==> src/rtl/enc_snap_pkg.sv <==
package enc_snap_pkg;
    localparam int BYTE_W = 8;

    typedef enum logic [0:0] {
        ST_IDLE  = 1'b0,
        ST_RDATA = 1'b1
    } rd_state_e;
endpackage

==> src/rtl/enc_addr_dec.sv <==
module enc_addr_dec #(
    parameter int NAX       = 4,
    parameter int CNT_BYTES = 3,
    parameter int TS_BYTES  = 2,
    parameter int ADDR_W    = 5,
    parameter int CNT_BASE  = 0,
    parameter int TS_BASE   = 16,
    parameter int REV_ADDR  = 31,
    parameter int AXW       = 2,
    parameter int BSW       = 2
) (
    input  logic [ADDR_W-1:0] addr,
    output logic              hit_cnt,
    output logic              hit_ts,
    output logic              hit_rev,
    output logic              lo_byte,
    output logic [AXW-1:0]    ax,
    output logic [BSW-1:0]    bsel
);
    always_comb begin
        hit_cnt = 1'b0;
        hit_ts  = 1'b0;
        ax      = '0;
        bsel    = '0;
        for (int a = 0; a < NAX; a++) begin
            for (int b = 0; b < CNT_BYTES; b++) begin
                if (int'(addr) == CNT_BASE + a*CNT_BYTES + b) begin
                    hit_cnt = 1'b1;
                    ax      = AXW'(a);
                    bsel    = BSW'(b);
                end
            end
            for (int b = 0; b < TS_BYTES; b++) begin
                if (int'(addr) == TS_BASE + a*TS_BYTES + b) begin
                    hit_ts = 1'b1;
                    ax     = AXW'(a);
                    bsel   = BSW'(b);
                end
            end
        end
        hit_rev = (int'(addr) == REV_ADDR);
        lo_byte = hit_cnt && (bsel == '0);
    end
endmodule

==> src/rtl/enc_axis_hold.sv <==
module enc_axis_hold #(
    parameter int CNT_W = 24,
    parameter int TS_W  = 16
) (
    input  logic             clk,
    input  logic             rst_n,
    input  logic             ld,
    input  logic [CNT_W-1:0] cnt_in,
    input  logic [TS_W-1:0]  ts_in,
    input  logic             frz,
    output logic [7:0]       hold_lo,
    output logic [CNT_W-1:0] snap_cnt,
    output logic [TS_W-1:0]  snap_ts
);
    logic [CNT_W-1:0] hold_cnt;
    logic [TS_W-1:0]  hold_ts;

    always_ff @(posedge clk or negedge rst_n) begin
        if (!rst_n) begin
            hold_cnt <= '0;
            hold_ts  <= '0;
            snap_cnt <= '0;
            snap_ts  <= '0;
        end else begin
            if (ld) begin
                hold_cnt <= cnt_in;
                hold_ts  <= ts_in;
            end
            if (frz) begin
                snap_cnt <= hold_cnt;
                snap_ts  <= hold_ts;
            end
        end
    end

    assign hold_lo = hold_cnt[7:0];
endmodule

==> src/rtl/enc_snap_rd.sv <==
module enc_snap_rd #(
    parameter int          NAX       = 4,
    parameter int          CNT_W     = 24,
    parameter int          TS_W      = 16,
    parameter int          ADDR_W    = 5,
    parameter int          CNT_BASE  = 0,
    parameter int          TS_BASE   = 16,
    parameter int          SNAP_ADDR = 30,
    parameter int          REV_ADDR  = 31,
    parameter logic [7:0]  REV       = 8'h02
) (
    input  logic                  clk,
    input  logic                  rst_n,
    input  logic [NAX-1:0]        enc_ld,
    input  logic [NAX*CNT_W-1:0]  enc_cnt,
    input  logic [NAX*TS_W-1:0]   enc_ts,
    input  logic                  rd_req,
    input  logic                  wr_req,
    input  logic [ADDR_W-1:0]     addr,
    output logic [7:0]            rdata,
    output logic                  rd_vld
);
    import enc_snap_pkg::*;

    localparam int CNT_BYTES = CNT_W / BYTE_W;
    localparam int TS_BYTES  = TS_W / BYTE_W;
    localparam int MAXB      = (CNT_BYTES > TS_BYTES) ? CNT_BYTES : TS_BYTES;
    localparam int AXW       = (NAX > 1) ? $clog2(NAX) : 1;
    localparam int BSW       = (MAXB > 1) ? $clog2(MAXB) : 1;

    rd_state_e state_q, state_d;

    logic           hit_cnt, hit_ts, hit_rev, lo_byte;
    logic [AXW-1:0] ax;
    logic [BSW-1:0] bsel;
    logic           accept, frz_all;
    logic [NAX-1:0] frz;
    logic [7:0]     rd_byte, data_q;

    logic [7:0]       hold_lo  [NAX];
    logic [CNT_W-1:0] snap_cnt [NAX];
    logic [TS_W-1:0]  snap_ts  [NAX];

    enc_addr_dec #(
        .NAX(NAX), .CNT_BYTES(CNT_BYTES), .TS_BYTES(TS_BYTES), .ADDR_W(ADDR_W),
        .CNT_BASE(CNT_BASE), .TS_BASE(TS_BASE), .REV_ADDR(REV_ADDR),
        .AXW(AXW), .BSW(BSW)
    ) u_dec (
        .addr(addr), .hit_cnt(hit_cnt), .hit_ts(hit_ts), .hit_rev(hit_rev),
        .lo_byte(lo_byte), .ax(ax), .bsel(bsel)
    );

    assign accept  = (state_q == ST_IDLE) && rd_req;
    assign frz_all = (state_q == ST_IDLE) && !rd_req && wr_req
                     && (int'(addr) == SNAP_ADDR);

    for (genvar a = 0; a < NAX; a++) begin : g_axis
        assign frz[a] = frz_all || (accept && lo_byte && (ax == AXW'(a)));

        enc_axis_hold #(.CNT_W(CNT_W), .TS_W(TS_W)) u_hold (
            .clk     (clk),
            .rst_n   (rst_n),
            .ld      (enc_ld[a]),
            .cnt_in  (enc_cnt[a*CNT_W +: CNT_W]),
            .ts_in   (enc_ts[a*TS_W +: TS_W]),
            .frz     (frz[a]),
            .hold_lo (hold_lo[a]),
            .snap_cnt(snap_cnt[a]),
            .snap_ts (snap_ts[a])
        );
    end

    // byte selection
    always_comb begin
        rd_byte = 8'h00;
        if (hit_cnt) begin
            if (lo_byte) begin
                rd_byte = hold_lo[ax];
            end else begin
                for (int k = 1; k < CNT_BYTES; k++) begin
                    if (bsel == BSW'(k)) rd_byte = snap_cnt[ax][k*8 +: 8];
                end
            end
        end else if (hit_ts) begin
            for (int k = 0; k < TS_BYTES; k++) begin
                if (bsel == BSW'(k)) rd_byte = snap_ts[ax][k*8 +: 8];
            end
        end else if (hit_rev) begin
            rd_byte = REV;
        end
    end

    // next state
    always_comb begin
        state_d = state_q;
        unique case (state_q)
            ST_IDLE:  if (rd_req) state_d = ST_RDATA;  // accept
            ST_RDATA: state_d = ST_IDLE;               // retire
        endcase
    end

    // state register
    always_ff @(posedge clk or negedge rst_n) begin
        if (!rst_n) state_q <= ST_IDLE;
        else        state_q <= state_d;
    end

    always_ff @(posedge clk or negedge rst_n) begin
        if (!rst_n)      data_q <= 8'h00;
        else if (accept) data_q <= rd_byte;
    end

    // outputs
    always_comb begin
        rd_vld = 1'b0;
        rdata  = 8'h00;
        unique case (state_q)
            ST_IDLE:  ;
            ST_RDATA: begin
                rd_vld = 1'b1;
                rdata  = data_q;
            end
        endcase
    end
endmodule

==> config.mk <==
export PLATFORM = sky130hd
export DESIGN_NAME = enc_snap_rd
export DESIGN_NICKNAME = d
export VERILOG_FILES = /design/src/rtl/enc_snap_pkg.sv /design/src/rtl/enc_addr_dec.sv /design/src/rtl/enc_axis_hold.sv /design/src/rtl/enc_snap_rd.sv
export SDC_FILE = /design/constraint.sdc
export NUM_CORES = 1
export LEC_CHECK = 0
export BUFFER_PORTS_ARGS = -buffer_cell sky130_fd_sc_hd__buf_2
export CORE_ASPECT_RATIO = 0.8
export CORE_UTILIZATION = 35
export CTS_BUF_LIST = sky130_fd_sc_hd__clkbuf_16
export DETAILED_ROUTE_END_ITERATION = 6
export PLACE_DENSITY = 0.52
export SLEW_MARGIN = 20
export SYNTH_ARGS = -nofsm -noshare
export SYNTH_HDL_FRONTEND = slang
export SYNTH_SLANG_ARGS = --single-unit
==> constraint.sdc <==
create_clock -name clk -period 2.1 [get_ports clk]
set_clock_uncertainty 0.05 [all_clocks]
set_input_delay 0.21 -clock clk [delete_from_list [all_inputs] [get_ports clk]]
set_output_delay 0.21 -clock clk [all_outputs]
set_load 0.005 [all_outputs]
==> results.json, run 1 <==
{
  "tightest_slew_ns": 0.670,
  "final_cells": 2002,
  "hold_class": "in2reg",
  "max_stage_delay_ns": 0.50,
  "final_cell_area_sq_um": 18400,
  "mostFrequentLayoutCell": "dfrtp_1",
  "maxCapViolations": 0,
  "worst_setup_path_end_kind": "flop",
  "ant_nets": 0,
  "cts_buffers": 30,
  "antenna_found_initial": 0,
  "final_util_pct": 49.2,
  "synth_area_leaders": "dfrtp_1, mux2_2, mux2_1, nand2_1, o21ai_0",
  "syn_to_final_growth_pct": 37.0,
  "path_delay_family": "compound AO/OA/AOI/OAI gates",
  "hold_violations": 0,
  "grt-ovfl-total": 0,
  "grt_use_total_pct": 22.6,
  "routedWlPerCell_um": 21.7,
  "gp_congestion": 0.988,
  "core_sq_um": 37400,
  "layout_common_cells": "dfrtp_1, buf_2, dlygate4sd3_1, mux2_2, mux2_1",
  "cp-start-kind": "primary input",
  "synth.top_cell.area_share_pct": 55.4,
  "synth_cell_type_count": 60,
  "clock_sinks": 297,
  "maxSlewViolCount": 0,
  "fin_crit_ns": 2.00,
  "grt_max_degree": 76,
  "setup_tns_ns": 0,
  "fin_nets": 1665,
  "n_fill_cell": 3412,
  "synth_seq_cells": 297,
  "firstDrtPassIters": 7,
  "yosys_warnings": 0,
  "cp_common_cell": "buf_4",
  "whs_ns": 0.116,
  "dp_hpwl_um": 32700,
  "root_buffer": "clkbuf_16",
  "clkTransAtPathRegs_ns": 0.07,
  "die_y_um": 177,
  "yosysTopAreaCell": "dfrtp_1",
  "dieWidth_um": 221,
  "crit_fanout": 15,
  "finalCritPeriodShare_pct": 95.0,
  "drc": 9,
  "synth_async_sr_flop_share_pct": 100,
  "vias": 10364,
  "avgViaCountPerCell": 5.18,
  "cts_tree": "built",
  "cp_slowest_cell": "a311oi_1",
  "die-area_sq_um": 39100,
  "placed_cell_area_sq_um": 15900,
  "setup_viol": 0,
  "synth_edf_count": 0,
  "first_iter_violations": 702,
  "fmax_ghz": 0.501,
  "syn-mean-instance-area_sq_um": 12.8,
  "path_cells": "buf_2 -> buf_4 -> buf_4 -> nand2b_1 -> o21ai_2 -> buf_4 -> a22oi_1 -> a311oi_1 -> o31a_1 -> a221o_1",
  "cp.required_ns": 2.58,
  "routed_wl_um": 43500,
  "ys_seq_area_share_pct": 55.4,
  "synth_area_sq_um": 13400,
  "drive_above_1_share_pct": 35.0,
  "grt_pass1_wl_um": 65200,
  "max_slew_margin_pct": 55.4,
  "htree_levels": 1,
  "post-cts-setup-buffer-count": 0,
  "arrival_ns": 2.48,
  "ctsLongestPathBuffers": 3,
  "ir_drop_uv": 578,
  "synthCells": 1047,
  "violations": "design-rule violations",
  "leakage_nw": 8.34,
  "criticalPathCategory": "in2reg",
  "first_global_vias": 10619,
  "status": "finished with violations",
  "synth_ff_type": "dfrtp_1",
  "port_buffers": 181,
  "rsz0062_at_grt": "false",
  "syn_nets": 1220,
  "power_density_nw_per_um2": 815,
  "io_pins": 182,
  "rows": 63,
  "post-place-cells": 1786,
  "start_util_pct": 35.9,
  "clkLatencyLatePin_ns": 0.59,
  "antennaDiodeCount": 0,
  "cp_num_buf_inv": 4
}
[power breakdown]
part | switching (mW) | internal [mW]
sequential | 0.805 | 6.70
clock | 2.24 | 2.70
combinational | 1.10 | 1.42
[flip-flops by register name, summed over array words and instances (netlist names)]
signal,cells
g_axis.u_hold.hold_cnt,96
g_axis.u_hold.snap_ts,64
g_axis.u_hold.hold_ts,64
g_axis.u_hold.snap_cnt,64
state_q,1
data_q,8
[layer usage]
layer	global-route usage, %	share of wire (%)
met3	4.05	5.1
met5	0	0
met2	35.5	46
met1	31.9	47
met4	6.11	2.6
[timing repair]
action                                  CTS  global route
gates resized for setup                   0             1
endpoints found under the hold margin   224             0
hold buffers                            161             0
endpoints found under the setup margin    0             1
[worst paths after layout]
kind | start | endpoint | slack [ns] | cells after the start
max | addr[3] | data_q[6]$_DFFE_PN0P_ | 0.10 | 10
min | enc_ld[0] | g_axis[0].u_hold.hold_ts[5]$_DFFE_PN0P_ | 0.12 | 2
max reg2reg | state_q$_DFF_PN0_ | g_axis[3].u_hold.snap_cnt[12]$_DFFE_PN0P_ | 0.14 | 6
min reg2reg | g_axis[0].u_hold.hold_ts[1]$_DFFE_PN0P_ | g_axis[0].u_hold.snap_ts[1]$_DFFE_PN0P_ | 0.43 | 1
max in group asynchronous | rst_n | g_axis[2].u_hold.hold_ts[9]$_DFFE_PN0P_ | 1.13 | 3
min in group asynchronous | rst_n | g_axis[0].u_hold.hold_cnt[9]$_DFFE_PN0P_ | 0.19 | 2
[cell families (layout without fill, tap and decap cells)]
family	Yosys count	after routing	synth area share, %
AOI/OAI and AO/OA	223	223	11.3
buffers and inverters	76	544	3.07
DFF	297	297	55.4
and+or+nand+nor	161	161	5.82
xor gates and xnor gates	2	2	0.131
muxes	288	288	24.2
[per-stage QoR]
| stage | power (mW) | setup WS, ns |
|---|---|---|
| 6_report | 15.0 | 0.105 |
| 5_1_grt | 15.7 | 0.0418 |
| 4_1_cts | 15.2 | 0.0837 |
| 3_5_place_dp | 9.92 | -0.404 |
| 3_3_place_gp | 9.88 | -0.453 |
| 2_1_floorplan | 8.54 | 0.0978 |
[Yosys cell counts, types with 2 or more instances]
master and n:
nor3_1 9, buf_2 17, o31ai_1 5, inv_2 2
buf_4 2, and2_1 9, mux2_1 128, o21ai_1 22
inv_1 4, a211o_1 2, a221o_1 8, a21o_1 8
nand4_1 6, a221oi_1 12, o22ai_1 10, a22oi_1 20
buf_1 13, o221ai_1 7, nand3_1 16, buf_6 13
nand2_1 56, o21ai_0 38, or3_1 3, nand3b_1 2
nand2b_1 11, o211ai_1 5, a311oi_1 2, dfrtp_1 297
a21oi_2 4, nor2b_1 11, clkbuf_1 25, a222oi_1 4
nor2_1 28, o2bb2ai_1 2, a31oi_1 16, o22a_1 2
or2_1 3, o31a_1 5, o32a_1 2, mux2_2 160
a21oi_1 32, o21a_1 3, a22o_1 6
[final cells by class]
cell class                      instances  area, sq um  share of cell area (%)
Sequential cell                       297         7430                    40.5
Multi-Input combinational cell        674         5590                    30.4
Timing Repair Buffer                  483         3810                    20.7
Clock buffer                           30          751                    4.09
Tap cell                              487          609                    3.32
Clock inverter                         25          151                   0.824
Inverter                                6         22.5                   0.123
Note: power is estimated with default switching activity, not from simulation.
==> inputs of run 2 (changes only) <==
--- a/config.mk
+++ b/config.mk
@@ -14,4 +14,5 @@
 export SLEW_MARGIN = 20
 export SYNTH_ARGS = -nofsm -noshare
 export SYNTH_HDL_FRONTEND = slang
+export SYNTH_HIERARCHICAL = 1
 export SYNTH_SLANG_ARGS = --single-unit
==> run 2 against run 1 <==
  * The run now ends clean
  * First-iteration DRC count shrank 49%
  * Sequential cell count did not move
  * Clock power increased by 14%
  * Maximum frequency down 2.9%
  * Worst hold slack better by 0.068 ns
  * Setup slack worse by 0.060 ns
  * Highest routed layer unchanged
==> results.json, run 2 <==
{
  "setup_tns_ns": 0,
  "htree_levels": 2,
  "synthCells": 852,
  "tightest_slew_ns": 0.517,
  "grt_pass1_wl_um": 53300,
  "cp-start-kind": "flop",
  "fmax_ghz": 0.486,
  "antenna_found_initial": 0,
  "largest_register": "g_axis.u_hold/hold_cnt",
  "root_buffer": "clkbuf_16",
  "rows": 63,
  "first_iter_violations": 355,
  "rsz0062_at_grt": "false",
  "max_slew_margin_pct": 65.5,
  "hold_class": "in2async",
  "avgViaCountPerCell": 4.83,
  "leakage_nw": 7.85,
  "fin_crit_ns": 2.06,
  "cp-startpoint": "state_q$_DFF_PN0_",
  "clock_sinks": 297,
  "ant_nets": 0,
  "path_cells": "or4_1 -> buf_4 -> o31ai_4 -> buf_12 -> mux2_2",
  "arrival_ns": 2.40,
  "status": "finished, final reports clean",
  "cp_num_buf_inv": 2,
  "grt-ovfl-total": 0,
  "post-cts-setup-buffer-count": 0,
  "power_density_nw_per_um2": 903,
  "criticalPathCategory": "reg2reg",
  "setup_viol": 0,
  "hold_violations": 0,
  "gp_congestion": 0.823,
  "vias": 8335,
  "final_cell_area_sq_um": 17500,
  "syn_nets": 1025,
  "dp_hpwl_um": 23300,
  "syn-mean-instance-area_sq_um": 15.4,
  "final_util_pct": 47.3,
  "io_pins": 182,
  "firstDrtPassIters": 4,
  "cts_buffers": 34,
  "routedWlPerCell_um": 19.7,
  "largest_reg_flops": 96,
  "crit_path_end": "g_axis[2].u_hold/snap_cnt[22]$_DFFE_PN0P_",
  "r2r_cells": 5,
  "start_util_pct": 35.5,
  "clkTransAtPathRegs_ns": 0.06,
  "drive_above_1_share_pct": 50.2,
  "placed_cell_area_sq_um": 14800,
  "rrSetupSlack_ns": 0.04,
  "maxSlewViolCount": 0,
  "dieWidth_um": 218,
  "routed_wl_um": 34000,
  "core_sq_um": 37000,
  "cp.required_ns": 2.45,
  "cts_tree": "built",
  "antennaDiodeCount": 0,
  "clkLatencyLatePin_ns": 0.52,
  "fin_nets": 1389,
  "fin_ws_ns": 0.0443,
  "mostFrequentLayoutCell": "dfrtp_1",
  "maxCapViolations": 0,
  "cp_slowest_cell": "or4_1",
  "path_delay_family": "simple AND/OR/NAND/NOR gates",
  "syn_to_final_growth_pct": 33.4,
  "max_stage_delay_ns": 0.53,
  "cp_num_cells": 5,
  "crit_fanout": 32,
  "port_buffers": 181,
  "reg2reg_to": "g_axis[2].u_hold/snap_cnt[22]$_DFFE_PN0P_",
  "first_global_vias": 8945,
  "grt_use_total_pct": 18.4,
  "drc": 0,
  "reg2reg_from": "state_q$_DFF_PN0_",
  "die_y_um": 175,
  "ctsLongestPathBuffers": 3,
  "worst_setup_path_end_kind": "flop",
  "ir_drop_uv": 829,
  "finalCritPeriodShare_pct": 97.9,
  "layout_common_cells": "dfrtp_1, mux2_2, buf_2, dlygate4sd3_1, buf_4",
  "die-area_sq_um": 38200,
  "yosys_warnings": 6,
  "synth_area_sq_um": 13100,
  "grt_max_degree": 69,
  "dp_slack_ns": -0.430
}
==> run 2: worst register-to-register path, cell delays in order, from the launching register on <==
cell	delay, ns
dfrtp_1	0.39
or4_1	0.53
buf_4	0.19
o31ai_4	0.07
buf_12	0.30
mux2_2	0.40
==> run 2: how the worst min path moves through the flow <==
stage	end	slack, ns	depth (start not counted)
3_3_place_gp	g_axis[2].u_hold/hold_ts[10]$_DFFE_PN0P_	0.13	1
2_1_floorplan	data_q[0]$_DFFE_PN0P_	-0.14	0
6_report	g_axis[0].u_hold/hold_ts[11]$_DFFE_PN0P_	0.18	2
4_1_cts	g_axis[2].u_hold/snap_ts[13]$_DFFE_PN0P_	0.18	2
5_1_grt	g_axis[1].u_hold/hold_cnt[15]$_DFFE_PN0P_	0.20	2
3_5_place_dp	g_axis[0].u_hold/hold_ts[2]$_DFFE_PN0P_	0.14	1
==> run 2: repair_timing <==
action | 4_1_cts | 5_1_grt
resized for setup | 0 | 1
endpoints found under the hold margin | 209 | 0
endpoints found under the setup margin | 0 | 3
hold buffers | 162 | 0
==> run 2: per-stage QoR <==
step	cells	hold WS (ns)	total power, mW
3_5_place_dp	1505	0.137	10.0
2_1_floorplan	852	-0.136	9.04
6_report	1727	0.184	15.8
4_1_cts	1727	0.177	16.0
3_3_place_gp	1505	0.134	9.98
5_1_grt	1727	0.204	16.6
==> run 2: cell type report <==
class                   count  area (sq um)
fillers                  3306         19500
clock buffers              37           926
well taps                 487           609
repair buffers            413          3290
flip-flops and latches    297          7430
inverters                   6          22.5
multi-input cells         464          5080
clock inverters            23           125
==> run 2: where the power goes <==
| part | leakage (nW) | switching [mW] | total (mW) | internal [mW] |
|---|---|---|---|---|
| sequential | 3.65 | 0.593 | 7.35 | 6.75 |
| clock | 0.543 | 2.35 | 5.63 | 3.28 |
| combinational | 3.66 | 1.03 | 2.80 | 1.77 |
==> run 2: per-layer routing <==
layer / vias to the layer above / GRT usage, % / wire (um)
met3: 42 / 2.89 / 1520
met5: - / 0 / 0
li1: 3814 / - / -
met4: 0 / 4.60 / 591
met1: 4297 / 28.1 / 17100
met2: 182 / 26.9 / 14800
